`config.mk`:
```
export PLATFORM = sky130hd
export DESIGN_NAME = fermat_prime_tester
export DESIGN_NICKNAME = d
export VERILOG_FILES = /design/src/rtl/fermat_pkg.sv /design/src/rtl/fermat_restoring_div.sv /design/src/rtl/fermat_mulmod.sv /design/src/rtl/fermat_prime_tester.sv
export SDC_FILE = /design/constraint.sdc
export NUM_CORES = 1
export LEC_CHECK = 0
export BUFFER_PORTS_ARGS = -buffer_cell sky130_fd_sc_hd__buf_2
export CAP_MARGIN = 40
export CORE_ASPECT_RATIO = 0.5
export CORE_MARGIN = 2
export CORE_UTILIZATION = 35
export CTS_BUF_LIST = sky130_fd_sc_hd__clkbuf_2 sky130_fd_sc_hd__clkbuf_4 sky130_fd_sc_hd__clkbuf_8
export DETAILED_ROUTE_END_ITERATION = 12
export GPL_ROUTABILITY_DRIVEN = 0
export GPL_TIMING_DRIVEN = 0
export SETUP_SLACK_MARGIN = 0.05
export SLEW_MARGIN = 40
export SYNTH_ARGS = -nofsm -noshare
export SYNTH_HDL_FRONTEND = slang
export SYNTH_HIERARCHICAL = 1
export SYNTH_SLANG_ARGS = --single-unit
```
`constraint.sdc`:
```
create_clock -name clk -period 14.4 [get_ports clk]
set_clock_uncertainty 0.1 [all_clocks]
set_input_delay 2.16 -clock clk [delete_from_list [all_inputs] [get_ports clk]]
set_output_delay 2.16 -clock clk [all_outputs]
set_load 0.1 [all_outputs]
```
`src/rtl/fermat_pkg.sv`:
```
// Package: shared sequencing states for the Fermat tester.
// Assumes nothing beyond standard 1800-2017 enum support.
package fermat_pkg;

    typedef enum logic [2:0] {
        ST_IDLE    = 3'd0,
        ST_BASE_GO = 3'd1,
        ST_BASE_WT = 3'd2,
        ST_SQ_GO   = 3'd3,
        ST_SQ_WT   = 3'd4,
        ST_MUL_GO  = 3'd5,
        ST_MUL_WT  = 3'd6,
        ST_STEP    = 3'd7
    } fpt_state_t;

endpackage

```
`src/rtl/fermat_restoring_div.sv`:
```
// Module: bit-serial restoring divider returning only the remainder.
// Takes one cycle per dividend bit (2*W cycles) after a start pulse,
// then pulses done with the remainder valid. Assumes divisor != 0 and
// that start is not raised while a division is in progress.
module fermat_restoring_div #(
    parameter int W = 8
) (
    input  logic           clk,
    input  logic           rst_n,
    input  logic           start,
    input  logic [2*W-1:0] dividend,
    input  logic [W-1:0]   divisor,
    output logic           done,
    output logic [W-1:0]   remainder
);
    localparam int PW = 2 * W;
    localparam int CW = $clog2(PW + 1);

    logic [PW-1:0] sh_q;
    logic [W-1:0]  rem_q;
    logic [W-1:0]  dvs_q;
    logic [CW-1:0] cnt_q;
    logic          busy_q;
    logic          done_q;
    logic [W:0]    trial;
    logic [W:0]    diff;

    // Bring down the next dividend bit and form the trial subtraction.
    always_comb begin
        trial = {rem_q, sh_q[PW-1]};
        diff  = trial - {1'b0, dvs_q};
    end

    // Shift, subtract and restore once per cycle while busy.
    always_ff @(posedge clk) begin
        if (!rst_n) begin
            sh_q   <= '0;
            rem_q  <= '0;
            dvs_q  <= '0;
            cnt_q  <= '0;
            busy_q <= 1'b0;
            done_q <= 1'b0;
        end else begin
            done_q <= 1'b0;
            if (start) begin
                sh_q   <= dividend;
                rem_q  <= '0;
                dvs_q  <= divisor;
                cnt_q  <= CW'(PW);
                busy_q <= 1'b1;
            end else if (busy_q) begin
                sh_q  <= sh_q << 1;
                rem_q <= diff[W] ? trial[W-1:0] : diff[W-1:0];
                cnt_q <= cnt_q - CW'(1);
                if (cnt_q == CW'(1)) begin
                    busy_q <= 1'b0;
                    done_q <= 1'b1;
                end
            end
        end
    end

    assign done      = done_q;
    assign remainder = rem_q;

endmodule

```
`src/rtl/fermat_mulmod.sv`:
```
// Module: modular multiplier, (x * y) mod m.
// Forms the full 2*W-bit product in one cycle and reduces it with the
// restoring divider. Assumes x, y < 2^W, m != 0, and operands held
// only for the start cycle (the divider latches them).
module fermat_mulmod #(
    parameter int W = 8
) (
    input  logic         clk,
    input  logic         rst_n,
    input  logic         start,
    input  logic [W-1:0] x,
    input  logic [W-1:0] y,
    input  logic [W-1:0] m,
    output logic         done,
    output logic [W-1:0] r
);
    localparam int PW = 2 * W;

    logic [PW-1:0] prod;

    // Widen both operands so the product keeps every bit.
    always_comb begin
        prod = {{W{1'b0}}, x} * {{W{1'b0}}, y};
    end

    fermat_restoring_div #(.W(W)) u_div (
        .clk       (clk),
        .rst_n     (rst_n),
        .start     (start),
        .dividend  (prod),
        .divisor   (m),
        .done      (done),
        .remainder (r)
    );

endmodule

```
`src/rtl/fermat_prime_tester.sv`:
```
// Module: Fermat probable-prime tester, top level.
// Computes BASE^(p-1) mod p by left-to-right square-and-multiply over
// CAND_W exponent bits and flags the candidate when the residue is 1.
// Even candidates and those below 3 are refused in one cycle. Assumes
// BASE < 2^CAND_W; enable is ignored while a test runs.
module fermat_prime_tester #(
    parameter int CAND_W = 8,
    parameter int BASE   = 2
) (
    input  logic              clk,
    input  logic              rst_n,
    input  logic              enable,
    input  logic [CAND_W-1:0] candidate,
    output logic              done,
    output logic [CAND_W-1:0] result,
    output logic              probable_prime
);
    import fermat_pkg::*;

    localparam int BW = $clog2(CAND_W + 1);
    localparam logic [CAND_W-1:0] BASE_V = CAND_W'(BASE);
    localparam logic [CAND_W-1:0] ONE_V  = CAND_W'(1);

    fpt_state_t        state_q;
    logic [CAND_W-1:0] cand_q;
    logic [CAND_W-1:0] exp_q;
    logic [CAND_W-1:0] acc_q;
    logic [CAND_W-1:0] base_q;
    logic [BW-1:0]     bit_q;
    logic              done_q;
    logic [CAND_W-1:0] result_q;
    logic              prime_q;

    logic              mm_start;
    logic [CAND_W-1:0] mm_x;
    logic [CAND_W-1:0] mm_y;
    logic              mm_done;
    logic [CAND_W-1:0] mm_rem;
    logic              busy;
    logic              refuse;

    // Decide which product the multiplier forms in each launch state.
    always_comb begin
        mm_start = 1'b0;
        mm_x     = acc_q;
        mm_y     = acc_q;
        unique case (state_q)
            ST_BASE_GO: begin
                mm_start = 1'b1;
                mm_x     = ONE_V;
                mm_y     = BASE_V;
            end
            ST_SQ_GO: begin
                mm_start = 1'b1;
            end
            ST_MUL_GO: begin
                mm_start = 1'b1;
                mm_y     = base_q;
            end
            default: begin
                mm_start = 1'b0;
            end
        endcase
    end

    // Flag candidates that the test cannot handle.
    always_comb begin
        refuse = (candidate < CAND_W'(3)) || !candidate[0];
        busy   = (state_q != ST_IDLE);
    end

    fermat_mulmod #(.W(CAND_W)) u_mulmod (
        .clk   (clk),
        .rst_n (rst_n),
        .start (mm_start),
        .x     (mm_x),
        .y     (mm_y),
        .m     (cand_q),
        .done  (mm_done),
        .r     (mm_rem)
    );

    // Sequence base reduction, then square and optional multiply per bit.
    always_ff @(posedge clk) begin
        if (!rst_n) begin
            state_q  <= ST_IDLE;
            cand_q   <= '0;
            exp_q    <= '0;
            acc_q    <= '0;
            base_q   <= '0;
            bit_q    <= '0;
            done_q   <= 1'b0;
            result_q <= '0;
            prime_q  <= 1'b0;
        end else begin
            done_q <= 1'b0;
            unique case (state_q)
                ST_IDLE: begin
                    if (enable) begin
                        cand_q <= candidate;
                        if (refuse) begin
                            result_q <= '0;
                            prime_q  <= 1'b0;
                            done_q   <= 1'b1;
                        end else begin
                            exp_q   <= candidate - ONE_V;
                            acc_q   <= ONE_V;
                            bit_q   <= BW'(CAND_W);
                            state_q <= ST_BASE_GO;
                        end
                    end
                end
                ST_BASE_GO: state_q <= ST_BASE_WT;
                ST_BASE_WT: begin
                    if (mm_done) begin
                        base_q  <= mm_rem;
                        state_q <= ST_SQ_GO;
                    end
                end
                ST_SQ_GO: state_q <= ST_SQ_WT;
                ST_SQ_WT: begin
                    if (mm_done) begin
                        acc_q   <= mm_rem;
                        state_q <= exp_q[CAND_W-1] ? ST_MUL_GO : ST_STEP;
                    end
                end
                ST_MUL_GO: state_q <= ST_MUL_WT;
                ST_MUL_WT: begin
                    if (mm_done) begin
                        acc_q   <= mm_rem;
                        state_q <= ST_STEP;
                    end
                end
                ST_STEP: begin
                    exp_q <= exp_q << 1;
                    bit_q <= bit_q - BW'(1);
                    if (bit_q == BW'(1)) begin
                        result_q <= acc_q;
                        prime_q  <= (acc_q == ONE_V);
                        done_q   <= 1'b1;
                        state_q  <= ST_IDLE;
                    end else begin
                        state_q <= ST_SQ_GO;
                    end
                end
                default: state_q <= ST_IDLE;
            endcase
        end
    end

    assign done           = done_q;
    assign result         = result_q;
    assign probable_prime = prime_q;

endmodule

```
# == Yosys cells after proc, flatten, opt, wreduce, memory -nomap -nowiden ==
# Cells that the tools add are included.
# word_totals
elab_cells,100
latchBits,0
regBits,88
n_memories,0
mem_bits_ro,0
mem_bits_rw,0
inputBits,11
# classes
bitwise,2
div_mod_pow,0
n_shift,0
n_addsub,4
reduce_logical,16
muxes,42
mul,1
n_lt_le_gt_ge,1
n_eq_ne,18
# ops
cell,count
8-bit 2-to-1 mux,10
8-bit one-hot mux with 2 select lines,4
16-bit 2-to-1 mux,2
3-bit one-hot mux with 8 select lines,1
8-bit by 8-bit multiplier with 16-bit output,1
3-bit 2-to-1 mux,5
3-bit equality test (second input constant),4
1-bit 2-to-1 mux,11
5-bit 2-to-1 mux,2
9-bit by 8-bit subtractor with 9-bit output,1
8-bit by 1-bit equality test with 1-bit output (second input constant),1
8-bit by 2-bit less-than comparator with 1-bit output (second input constant),1
4-bit 2-to-1 mux,2
2-bit by 1-bit inequality test with 1-bit output (second input constant),4
2-bit inequality test (second input constant),4
4-bit one-hot mux with 2 select lines,1
4-bit AND reduction,2
8-bit by 1-bit subtractor with 8-bit output (second input constant),1
3-bit by 2-bit equality test with 1-bit output (second input constant),2
2-bit nonzero test,3
3-bit OR reduction,2
5-bit by 1-bit equality test with 1-bit output (second input constant),1
5-bit AND reduction,1
5-bit by 1-bit subtractor with 5-bit output (second input constant),1
12 further kinds,17

# == Longest topological paths before layout ==
# Gate-level depths: netlist of the first run.
# logic_depth
ltp_word,5
ltp_mapped,24

# == Cells and area by module ==
# The synthesis of the first run kept the hierarchy.
# modules_own_cells
mod,instances,cells_each,area_per_inst_um2,seq_area_each_um2
fermat_prime_tester,1,297,2367.3,980.9
fermat_restoring_div,1,239,2135.8,780.7
fermat_mulmod,1,243,2124.5,0.0

# == Least setup slack after synthesis of the first run ==
# Ideal clock, no wire load.
# synth_path
path_type,register to register
from,reg state_q[1]
to,reg u_mulmod.u_div.sh_q[11]
n_path_buf,3
setup_ns,0.115
period_less_slack_ns,5.244
path_stages_with_launch,23
arrival_time_ns,5.029
path_slack_ns,9.156
path_cell_list,dfxtp_1 -> buf_2 -> nand2b_1 -> clkbuf_1 -> clkbuf_1 -> o21ai_0 -> nand2_1 -> fa_1 -> fa_1 -> inv_1 -> fa_1 -> inv_1 -> fa_1 -> inv_1 -> ha_1 -> a21o_1 -> a21oi_2 -> nand2_1 -> a31oi_1 -> xnor2_1 -> nand2_1 -> o21ai_0 -> and2_1
# synth_via
elab_chain_cells,4
word_cells_on_any_way,10
# synth_lines
element,line,source
from (decl),fermat_prime_tester.sv:24,fpt_state_t state_q;
from (signal assigned),fermat_prime_tester.sv:124,state_q <= exp_q[CAND_W-1] ? ST_MUL_GO : ST_STEP;
3-bit equality test / 3-bit by 1-bit equality test with 1-bit output (equally long branches),fermat_prime_tester.sv:47,unique case (state_q)
8-bit one-hot mux with 2 select lines *,fermat_prime_tester.sv:47,
named net mm_y[7],fermat_prime_tester.sv:36,logic [CAND_W-1:0] mm_y;
8-bit by 8-bit multiplier with 16-bit output *,fermat_mulmod.sv:23,"prod = {{W{1'b0}}, x} * {{W{1'b0}}, y};"
named net u_mulmod.prod[11],fermat_mulmod.sv:19,logic [PW-1:0] prod;
16-bit 2-to-1 mux *,fermat_restoring_div.sv:45,if (start) begin
to (signal assigned),fermat_restoring_div.sv:46,sh_q <= dividend;
to (signal assigned),fermat_restoring_div.sv:52,sh_q <= sh_q << 1;
to (decl),fermat_restoring_div.sv:19,logic [PW-1:0] sh_q;
# Mark *: on every way through the listed nets, which the timed path passes. The rest lies on a longest branch.
# A chain may end at the register's enable or synchronous reset.

# == Worst setup path after layout of the first run ==
# layout_path
from,reg state_q[1]
to,reg u_mulmod.u_div.sh_q[15]
# Same word-level chain as after synthesis.

==> flow_summary.ini, run 1 <==
[run_status]
status = completed

[floorplanning]
die-area_um2 = 20100
fp.coreArea_um2 = 18500
rows = 35
die_w_um = 199
start_util_pct = 35.9
ioPinCount = 21
die_h_um = 101

[finish]
drive_above_1_share_pct = 8.34
finish.instance_area_um2 = 7250
syn_to_final_growth_pct = 9.42
nets = 908
diodes = 0

[sta]
hold_violations = 0
min_period_ps = 5850
drv_slew = 0
slew_headroom_pct = 46.2
fin_setup_tns_ps = 0
hold_ws_ps = 356
fin_crit_sh_pct = 40.6
grt_setup_unrepaired = false
fmax_mhz = 171
setup-violations-final = 0
worst_slew_pin_slew_ps = 802

[power]
leakagePower_nw = 3.02
peakVddDrop_mv = 0.0411
switchingPower_uw = 150
sw_frac_of_total_pct = 30.4
power.density_nw_per_um2 = 68.2
combPwrFrac_pct = 14.0
clkPwrFrac_pct = 34.6
power_frac_seq_pct = 51.4
total_power_uw = 494
p_int_uw = 344

[logic_synthesis]
yosys.area_share.simple_pct = 23.2
yosysWarnings = 6
synth_top_family_by_area = simple AND/OR/NAND/NOR gates
synth-seq-cells = 88
synth_compound_area_share_pct = 14.8
synthMostInstantiatedCell = nand2_1
synthAdderAreaFrac_pct = 20.6
synth_edf_count = 0
synthTopCellsByArea = dfxtp_1 27%, fa_1 11%, ha_1 9.4%
yosysTopAreaCellShare_pct = 26.6
synthCells = 779
synth_xor_area_share_pct = 2.91
synth_top_area_cell = dfxtp_1
yosysSeqAreaShare_pct = 26.6
syn_nets = 877
synth_area_um2 = 6630
ys_async_sr_fraction_pct = 0
synthFlopType = dfxtp_1
synth.distinct_cells = 69
synth_commonest_cells = 99 x nand2_1, 88 x dfxtp_1, 66 x inv_1
avgSynthCellArea_um2 = 8.51
synthMuxAreaShare_pct = 5.76

[clock_network]
hold_buffers = 0
post_cts_buffers = 0
tritoncts = done
numCtsBuffers = 9
clock_sinks = 88
htreeDepth = 3
cts_buffer_depth = 2
root_buffer = clkbuf_8
clk_latency_ps = 380
path_clk_slew_ps = 100
cts_resized = 0

[global_routing]
grt_pass1_vias = 5257
overflow = 0
grt_util_all_layers_pct = 15.8
antenna_found_initial = 0
grt_start_max_net_pins = 19
grt_pass1_wl_um = 25500

[route]
dr_wl_met2_um = 6640
ant_nets = 0
wl_um = 14700
top_layer_used = met4
avgRoutedWirePerCell_um = 13.7
drcViolationCount = 0
wl_met3_um = 490
via_per_inst = 4.98
vias = 5346
first_pass_iters = 5
drt_first_iter_violations = 243
drt-met1-wl_um = 7480

[worst_setup_path]
crit_path_end_kind = flip-flop
required_ps = 14620
path_class = reg -> reg
start_kind = flip-flop
path_max_fanout = 10
arrival_ps = 6060

[placement]
port_buffers = 20
dpl_cell_area_um2 = 7050
hpwl_um = 11300

[run]
drv_cap = 0

[min_path]
min_path_type = reg -> reg
[cell families (layout without fill, tap and decap cells)]
group | after synthesis | in the layout
xor gates and xnor gates | 22 | 22
buffers and inverters | 100 | 136
AOI/OAI and AO/OA | 152 | 152
adders and majority gates | 87 | 87
DFF | 88 | 88
and+or+nand+nor | 292 | 292
muxes | 38 | 38
[area by class of cell]
type,count,area (um^2)
fill,1931,11200
timing repair buffer,20,100
tap,259,324
clock buffer,9,124
clock inverter,7,76.3
inverter,67,251
sequential,88,1760
multi-input combinational,591,4460
buffer,33,150
[worst max-delay path, stage by stage (launching register included)]
cell      delay [ps]
dfxtp_1          330
buf_2            220
nand2b_1         140
clkbuf_1         300
clkbuf_1         350
nand2_1           90
o21ai_1          310
nand2_1          160
fa_1             540
fa_1             550
inv_1             60
fa_1             550
inv_1             60
fa_1             520
inv_1             40
ha_1             350
a21o_1           220
a21oi_2          150
nand3_1          130
and3_1           180
a211oi_2         140
nand2_1           60
o21ai_0          100
and2_1           140
[cell usage in the layout, fill, tap and decap left out, drive strengths merged, types with 13 or more instances in the layout]
cell type,count
buf,30
a21oi,47
nand3,15
nand2,100
nor2,32
inv,68
mux2i,37
o21ai,47
clkbuf,32
ha,50
dfxtp,88
fa,37
nor3,13
nor2b,24
and2,62
[per-stage QoR]
| stage | setup slack (ps) | cells | util, % |
|---|---|---|---|
| after floorplan | 9160 | 779 | - |
| after global placement | 8400 | 1058 | 38.2 |
| after detailed placement | 8490 | 1058 | 38.2 |
| after CTS | 8460 | 1074 | 39.2 |
| after global routing | 8060 | 1074 | 39.2 |
| final | 8550 | 1074 | 39.2 |
[power groups by stage]
stage / registers [mW] / logic (mW) / clock network, mW
after CTS: 0.254 / 0.0685 / 0.177
after detailed placement: 0.260 / 0.0683 / 0
after global placement: 0.260 / 0.0668 / 0
final: 0.254 / 0.0692 / 0.171
after floorplan: 0.259 / 0.0511 / 0
after global routing: 0.255 / 0.0764 / 0.187
[layer usage]
layer | up-vias | GRT usage, %
li1 | 2700 | -
met1 | 2562 | 21.8
met2 | 75 | 26.2
met3 | 9 | 2.66
met4 | 0 | 3.50
met5 | - | 0
[final timing paths]
check | startpoint | end | slack (ps) | depth (start not counted)
worst max register to register | state_q[1] | u_mulmod/u_div/sh_q[15] | 8550 | 23
worst min-delay path | result[7] | result[7] | 360 | 2
worst min register to register | result[7] | result[7] | 360 | 2
worst max-delay path | state_q[1] | u_mulmod/u_div/sh_q[15] | 8550 | 23
[registers in the layout (all words and copies together) (netlist names), 5 cells and up]
name,cells
cand_q,8
u_mulmod/u_div/dvs_q,8
base_q,8
u_mulmod/u_div/sh_q,16
acc_q,8
result,8
exp_q,8
u_mulmod/u_div/cnt_q,5
u_mulmod/u_div/remainder,8
(Power assumes the default switching activity.)
==> inputs of run 2 (changes only) <==
==> constraint.sdc (replaced) <==
create_clock -name clk -period 5.2 [get_ports clk]
set_clock_uncertainty 0.1 [all_clocks]
set_input_delay 0.78 -clock clk [delete_from_list [all_inputs] [get_ports clk]]
set_output_delay 0.78 -clock clk [all_outputs]
set_load 0.1 [all_outputs]
==> flow_summary.ini, run 2 (synthesis gave the netlist of run 1 again) <==
[sta]
slew_headroom_pct = 47.0
hold_violations = 0
drv_slew = 0
min_period_ps = 4990
fin_setup_tns_ps = 0
fmax_mhz = 201
grt_setup_unrepaired = true
worst_slew_pin_slew_ps = 790
fin_crit_sh_pct = 95.9
setup-violations-final = 0

[floorplanning]
ioPinCount = 21
rows = 35
start_util_pct = 35.9
die-area_um2 = 20100
fp.coreArea_um2 = 18500
die_h_um = 101
die_w_um = 199

[route]
drt_first_iter_violations = 198
wl_um = 15500
first_pass_iters = 4
via_per_inst = 5.00
drcViolationCount = 0
ant_nets = 0
vias = 5497
avgRoutedWirePerCell_um = 14.1

[clock_network]
cts_buffer_depth = 2
clock_sinks = 88
numCtsBuffers = 9
clk_latency_ps = 360
htreeDepth = 3
root_buffer = clkbuf_8
path_clk_slew_ps = 90
tritoncts = done

[finish]
finish.instance_area_um2 = 7770
drive_above_1_share_pct = 16.2
largest_register_ffs = 16
syn_to_final_growth_pct = 17.3
final_common_cell = nand2_1
top_register = u_mulmod/u_div/sh_q
layout_common_cells = 92 x nand2_1, 86 x dfxtp_1, 65 x inv_1, 58 x and2_1, 47 x ha_1
diodes = 0
nets = 933
fillers = 1878

[global_routing]
grt_pass1_vias = 5426
overflow = 0
grt_util_all_layers_pct = 16.1
grt_start_max_net_pins = 17
antenna_found_initial = 0
grt_pass1_wl_um = 26300

[power]
power.density_nw_per_um2 = 182
leakagePower_nw = 3.23
peakVddDrop_mv = 0.121
clkPwrFrac_pct = 35.6
sw_frac_of_total_pct = 28.4
p_int_mw = 1.01
power_frac_seq_pct = 49.9
combPwrFrac_pct = 14.5
switchingPower_uw = 401

[worst_setup_path]
start_kind = flip-flop
path_class = reg -> reg
required_ps = 5350
cp_slowest_cell = fa_1
crit_family = adder cells
cp_common_cell = fa_1
arrival_ps = 5140
cp_num_buf_inv = 4
crit_path_end_kind = flip-flop
crit_path_max_incr_delay_ps = 590
cp_cell_sequence = buf_6 > nand2b_4 > buf_8 > buf_12 > o21ai_4 > nand2_1 > fa_1 > fa_1 > fa_1 > fa_1 > inv_1 > ha_1 > a21oi_4 > o21ai_4 > nor4_2 > a21oi_1 > xor2_1 > nand2_1 > o21ai_0 > and2_1
path_max_fanout = 10

[run]
drv_cap = 0

[placement]
hpwl_um = 11400
port_buffers = 20
dpl_cell_area_um2 = 7050

[min_path]
min_path_type = reg -> reg

[run_status]
status = completed
run 2: changes by cell type in the layout (fill, tap and decap cells not counted), moves of 3 or more:
cell,previous run,this run
ha_1,50,47
and2_1,62,58
o21ai_1,10,4
buf_6,2,6
nand2_2,1,8
ha_4,0,3
nor2b_1,23,16
o21ai_4,0,8
and2_4,0,4
nand2_1,99,92
clkbuf_1,23,20
nor2b_4,1,8
buf_4,1,23
run 2: what timing repair did:
action | 4_1_cts | 5_1_grt
cloned | 1 | 0
pin swaps | 6 | 25
setup buffers | 5 | 19
hold buffers | 0 | 0
gates resized for setup | 47 | 31
endpoints found under the setup margin | 9 | 8
run 2: power by group through the flow:
stage	Combinational (mW)	Clock, mW	Sequential [mW]
after floorplan	0.142	0	0.717
after global placement	0.185	0	0.719
after detailed placement	0.189	0	0.720
after CTS	0.198	0.519	0.705
after global routing	0.225	0.546	0.707
final	0.204	0.502	0.705
run 2: layout make-up:
cell class / instances / area [um^2] / area share (%)
plain buffers: 33 / 198 / 2.54
multi-input cells: 591 / 4720 / 60.8
well taps: 259 / 324 / 4.17
clock buffers: 10 / 131 / 1.69
flip-flops and latches: 88 / 1760 / 22.7
clock inverters: 6 / 75.1 / 0.966
repair buffers: 45 / 304 / 3.91
inverters: 67 / 251 / 3.24
run 2: metrics by stage:
step                worst slack (ps)  util [%]  hold WS, ps  std cells  power (mW)
detailed placement              -725      38.2          343       1058       0.909
global placement                -761      38.2          342       1058       0.904
CTS                             51.7      40.7          357       1080        1.42
floorplan                       53.0         -          336        779       0.859
global route                    1.88      42.1          372       1099        1.48
finish                           215      42.1          354       1099        1.41
run 2: worst reg2reg max path: stages (launching register included):
cell and delay, ps:
dfxtp_2 330, buf_6 130, nand2b_4 160, buf_8 150, buf_12 150, o21ai_4 230, nand2_1 130, fa_1 520
fa_1 590, fa_1 450, fa_1 550, inv_1 50, ha_1 250, a21oi_4 190, o21ai_4 90, nor4_2 270
a21oi_1 120, xor2_1 150, nand2_1 70, o21ai_0 70, and2_1 160
run 2: layer usage:
metal,global-route usage [%],up-vias,part of all wire (%)
met4,3.73,0,0.93
met5,0,-,0
met3,3.33,13,2.8
met2,27.1,72,47
li1,-,2756,-
met1,21.4,2656,50
run 2: worst paths after layout:
path | from | endpoint | slack [ps] | depth (start not counted)
worst max-delay path | state_q[1] | u_mulmod/u_div/sh_q[14] | 210 | 20
worst min-delay path | result[7] | result[7] | 350 | 2
worst max register to register | state_q[1] | u_mulmod/u_div/sh_q[14] | 210 | 20
worst min register to register | result[7] | result[7] | 350 | 2
==> inputs of run 3 (changes only) <==
--- a/config.mk
+++ b/config.mk
@@ -14,6 +14,7 @@
 export DETAILED_ROUTE_END_ITERATION = 12
 export GPL_ROUTABILITY_DRIVEN = 0
 export GPL_TIMING_DRIVEN = 0
+export REMOVE_ABC_BUFFERS = 1
 export SETUP_SLACK_MARGIN = 0.05
 export SLEW_MARGIN = 40
 export SYNTH_ARGS = -nofsm -noshare
==> flow_summary.ini, run 3 (synthesis gave the netlist of run 1 again) <==
[run_status]
status = completed

[power]
leakagePower_nw = 3.11
power_frac_seq_pct = 48.4
clkPwrFrac_pct = 39.2
combPwrFrac_pct = 12.4
power.density_nw_per_um2 = 195
sw_frac_of_total_pct = 28.8
peakVddDrop_mv = 0.132
switchingPower_uw = 422
p_int_mw = 1.04

[sta]
fin_crit_sh_pct = 94.8
worst_slew_pin_slew_ps = 846
slew_headroom_pct = 43.3
setup-violations-final = 0
drv_slew = 0
min_period_ps = 4930
grt_setup_unrepaired = false
fmax_mhz = 203
hold_violations = 0
layout_setup_ws_ps = 269

[global_routing]
antenna_found_initial = 0
grt_pass1_vias = 5078
overflow = 0
grt_start_max_net_pins = 42
grt_pass1_wl_um = 24200
grt_util_all_layers_pct = 14.8

[worst_setup_path]
path_class = reg -> reg
worstReg2RegEnd = u_mulmod/u_div/sh_q[15]
arrival_ps = 5160
start_kind = flip-flop
rr_startpoint = state_q[1]
crit_path_end_kind = flip-flop
path_max_fanout = 8
required_ps = 5430
r2r_slack_ps = 270
ff2ff_path_depth = 22

[floorplanning]
die_w_um = 199
rows = 35
die-area_um2 = 20100
start_util_pct = 35.9
fp.coreArea_um2 = 18500
die_h_um = 101
ioPinCount = 21

[min_path]
min_path_type = reg -> reg
hp-start = result[3]
whs_endpoint = result[3]
worstHoldPathCells = 2

[clock_network]
htreeDepth = 3
tritoncts = done
path_clk_slew_ps = 110
root_buffer = clkbuf_8
clk_latency_ps = 390
clock_sinks = 88
cts_buffer_depth = 2
numCtsBuffers = 9

[finish]
drive_above_1_share_pct = 13.6
top_register = u_mulmod/u_div/sh_q
final_common_cell = nand2_1
stdcell_count = 1063
layout_common_cells = 99 x nand2_1, 84 x dfxtp_1, 66 x inv_1, 62 x and2_1, 47 x ha_1
diodes = 0
largest_register_ffs = 16
finish.instance_area_um2 = 7530
nets = 897
syn_to_final_growth_pct = 13.6

[route]
ant_nets = 0
wl_um = 14300
drcViolationCount = 0
vias = 5332
avgRoutedWirePerCell_um = 13.4
first_pass_iters = 5
via_per_inst = 5.02
drt_first_iter_violations = 209

[run]
drv_cap = 0

[placement]
hpwl_um = 10200
port_buffers = 20
dp_cells = 1027
pre_cts_ws_ps = -767
dpl_cell_area_um2 = 6940
## run 3: repair_timing
| action | 4_1_cts | 5_1_grt |
|---|---|---|
| hold buffers | 0 | 0 |
| resized for setup | 29 | 19 |
| pin swaps | 1 | 7 |
| endpoints found under the hold margin | 0 | 0 |
| setup buffers | 9 | 11 |
| setup endpoints to repair | 9 | 8 |
## run 3: per-layer routing
| layer | part of all wire, % | up-vias | wire (um) | global-route usage, % |
|---|---|---|---|---|
| met5 | 0 | - | 0 | 0 |
| met4 | 1.3 | 0 | 182 | 4.36 |
| met3 | 2.4 | 15 | 336 | 2.63 |
| met2 | 46 | 59 | 6630 | 25.1 |
| met1 | 50 | 2572 | 7140 | 19.4 |
| li1 | - | 2686 | - | - |
## run 3: power groups by stage
stage | Clock (mW) | Combinational (mW) | Sequential [mW]
after global routing | 0.613 | 0.202 | 0.713
after CTS | 0.590 | 0.177 | 0.711
after global placement | 0 | 0.163 | 0.727
after detailed placement | 0 | 0.168 | 0.728
after floorplan | 0 | 0.123 | 0.723
final | 0.576 | 0.182 | 0.709
## run 3: worst max path at each step
stage          startpoint                     endpoint  cells past startpoint
2_1_floorplan  state_q[0]      u_mulmod/u_div/sh_q[11]                     21
3_3_place_gp   state_q[2]  u_mulmod/u_div/remainder[0]                      4
3_5_place_dp   state_q[0]      u_mulmod/u_div/sh_q[11]                     19
4_1_cts        state_q[0]      u_mulmod/u_div/sh_q[11]                     20
5_1_grt        state_q[1]      u_mulmod/u_div/sh_q[12]                     21
6_report       state_q[1]      u_mulmod/u_div/sh_q[15]                     22
## run 3: final cells by class
class	count	area, um^2
Multi-Input combinational cell	591	4660
Clock buffer	9	124
Inverter	67	253
Fill cell	1892	11000
Sequential cell	88	1780
Tap cell	259	324
Clock inverter	7	108
Timing Repair Buffer	42	280
## run 3: stage by stage
step,utilization [%],power (mW),hold slack (ps),setup TNS (ps)
floorplan,-,0.846,336,-476
global placement,37.3,0.890,343,-17420
detailed placement,37.6,0.896,345,-5390
CTS,39.7,1.48,359,0
global route,40.7,1.53,380,0
finish,40.7,1.47,357,0
## run 3: critical path, cell delays in order (launching register included)
cell and delay, ps:
dfxtp_4 360, nand2b_4 180, buf_4 170, nand2_1 120, o21ai_4 100, and2_1 180
fa_1 540, inv_1 50, fa_1 470, inv_1 60, fa_1 540, inv_1 60
fa_1 530, inv_1 70, ha_4 260, a21o_1 190, a21oi_2 160, nand3_1 120
and3_1 180, a211oi_2 150, nand2_1 70, o21ai_0 60, and2_1 140
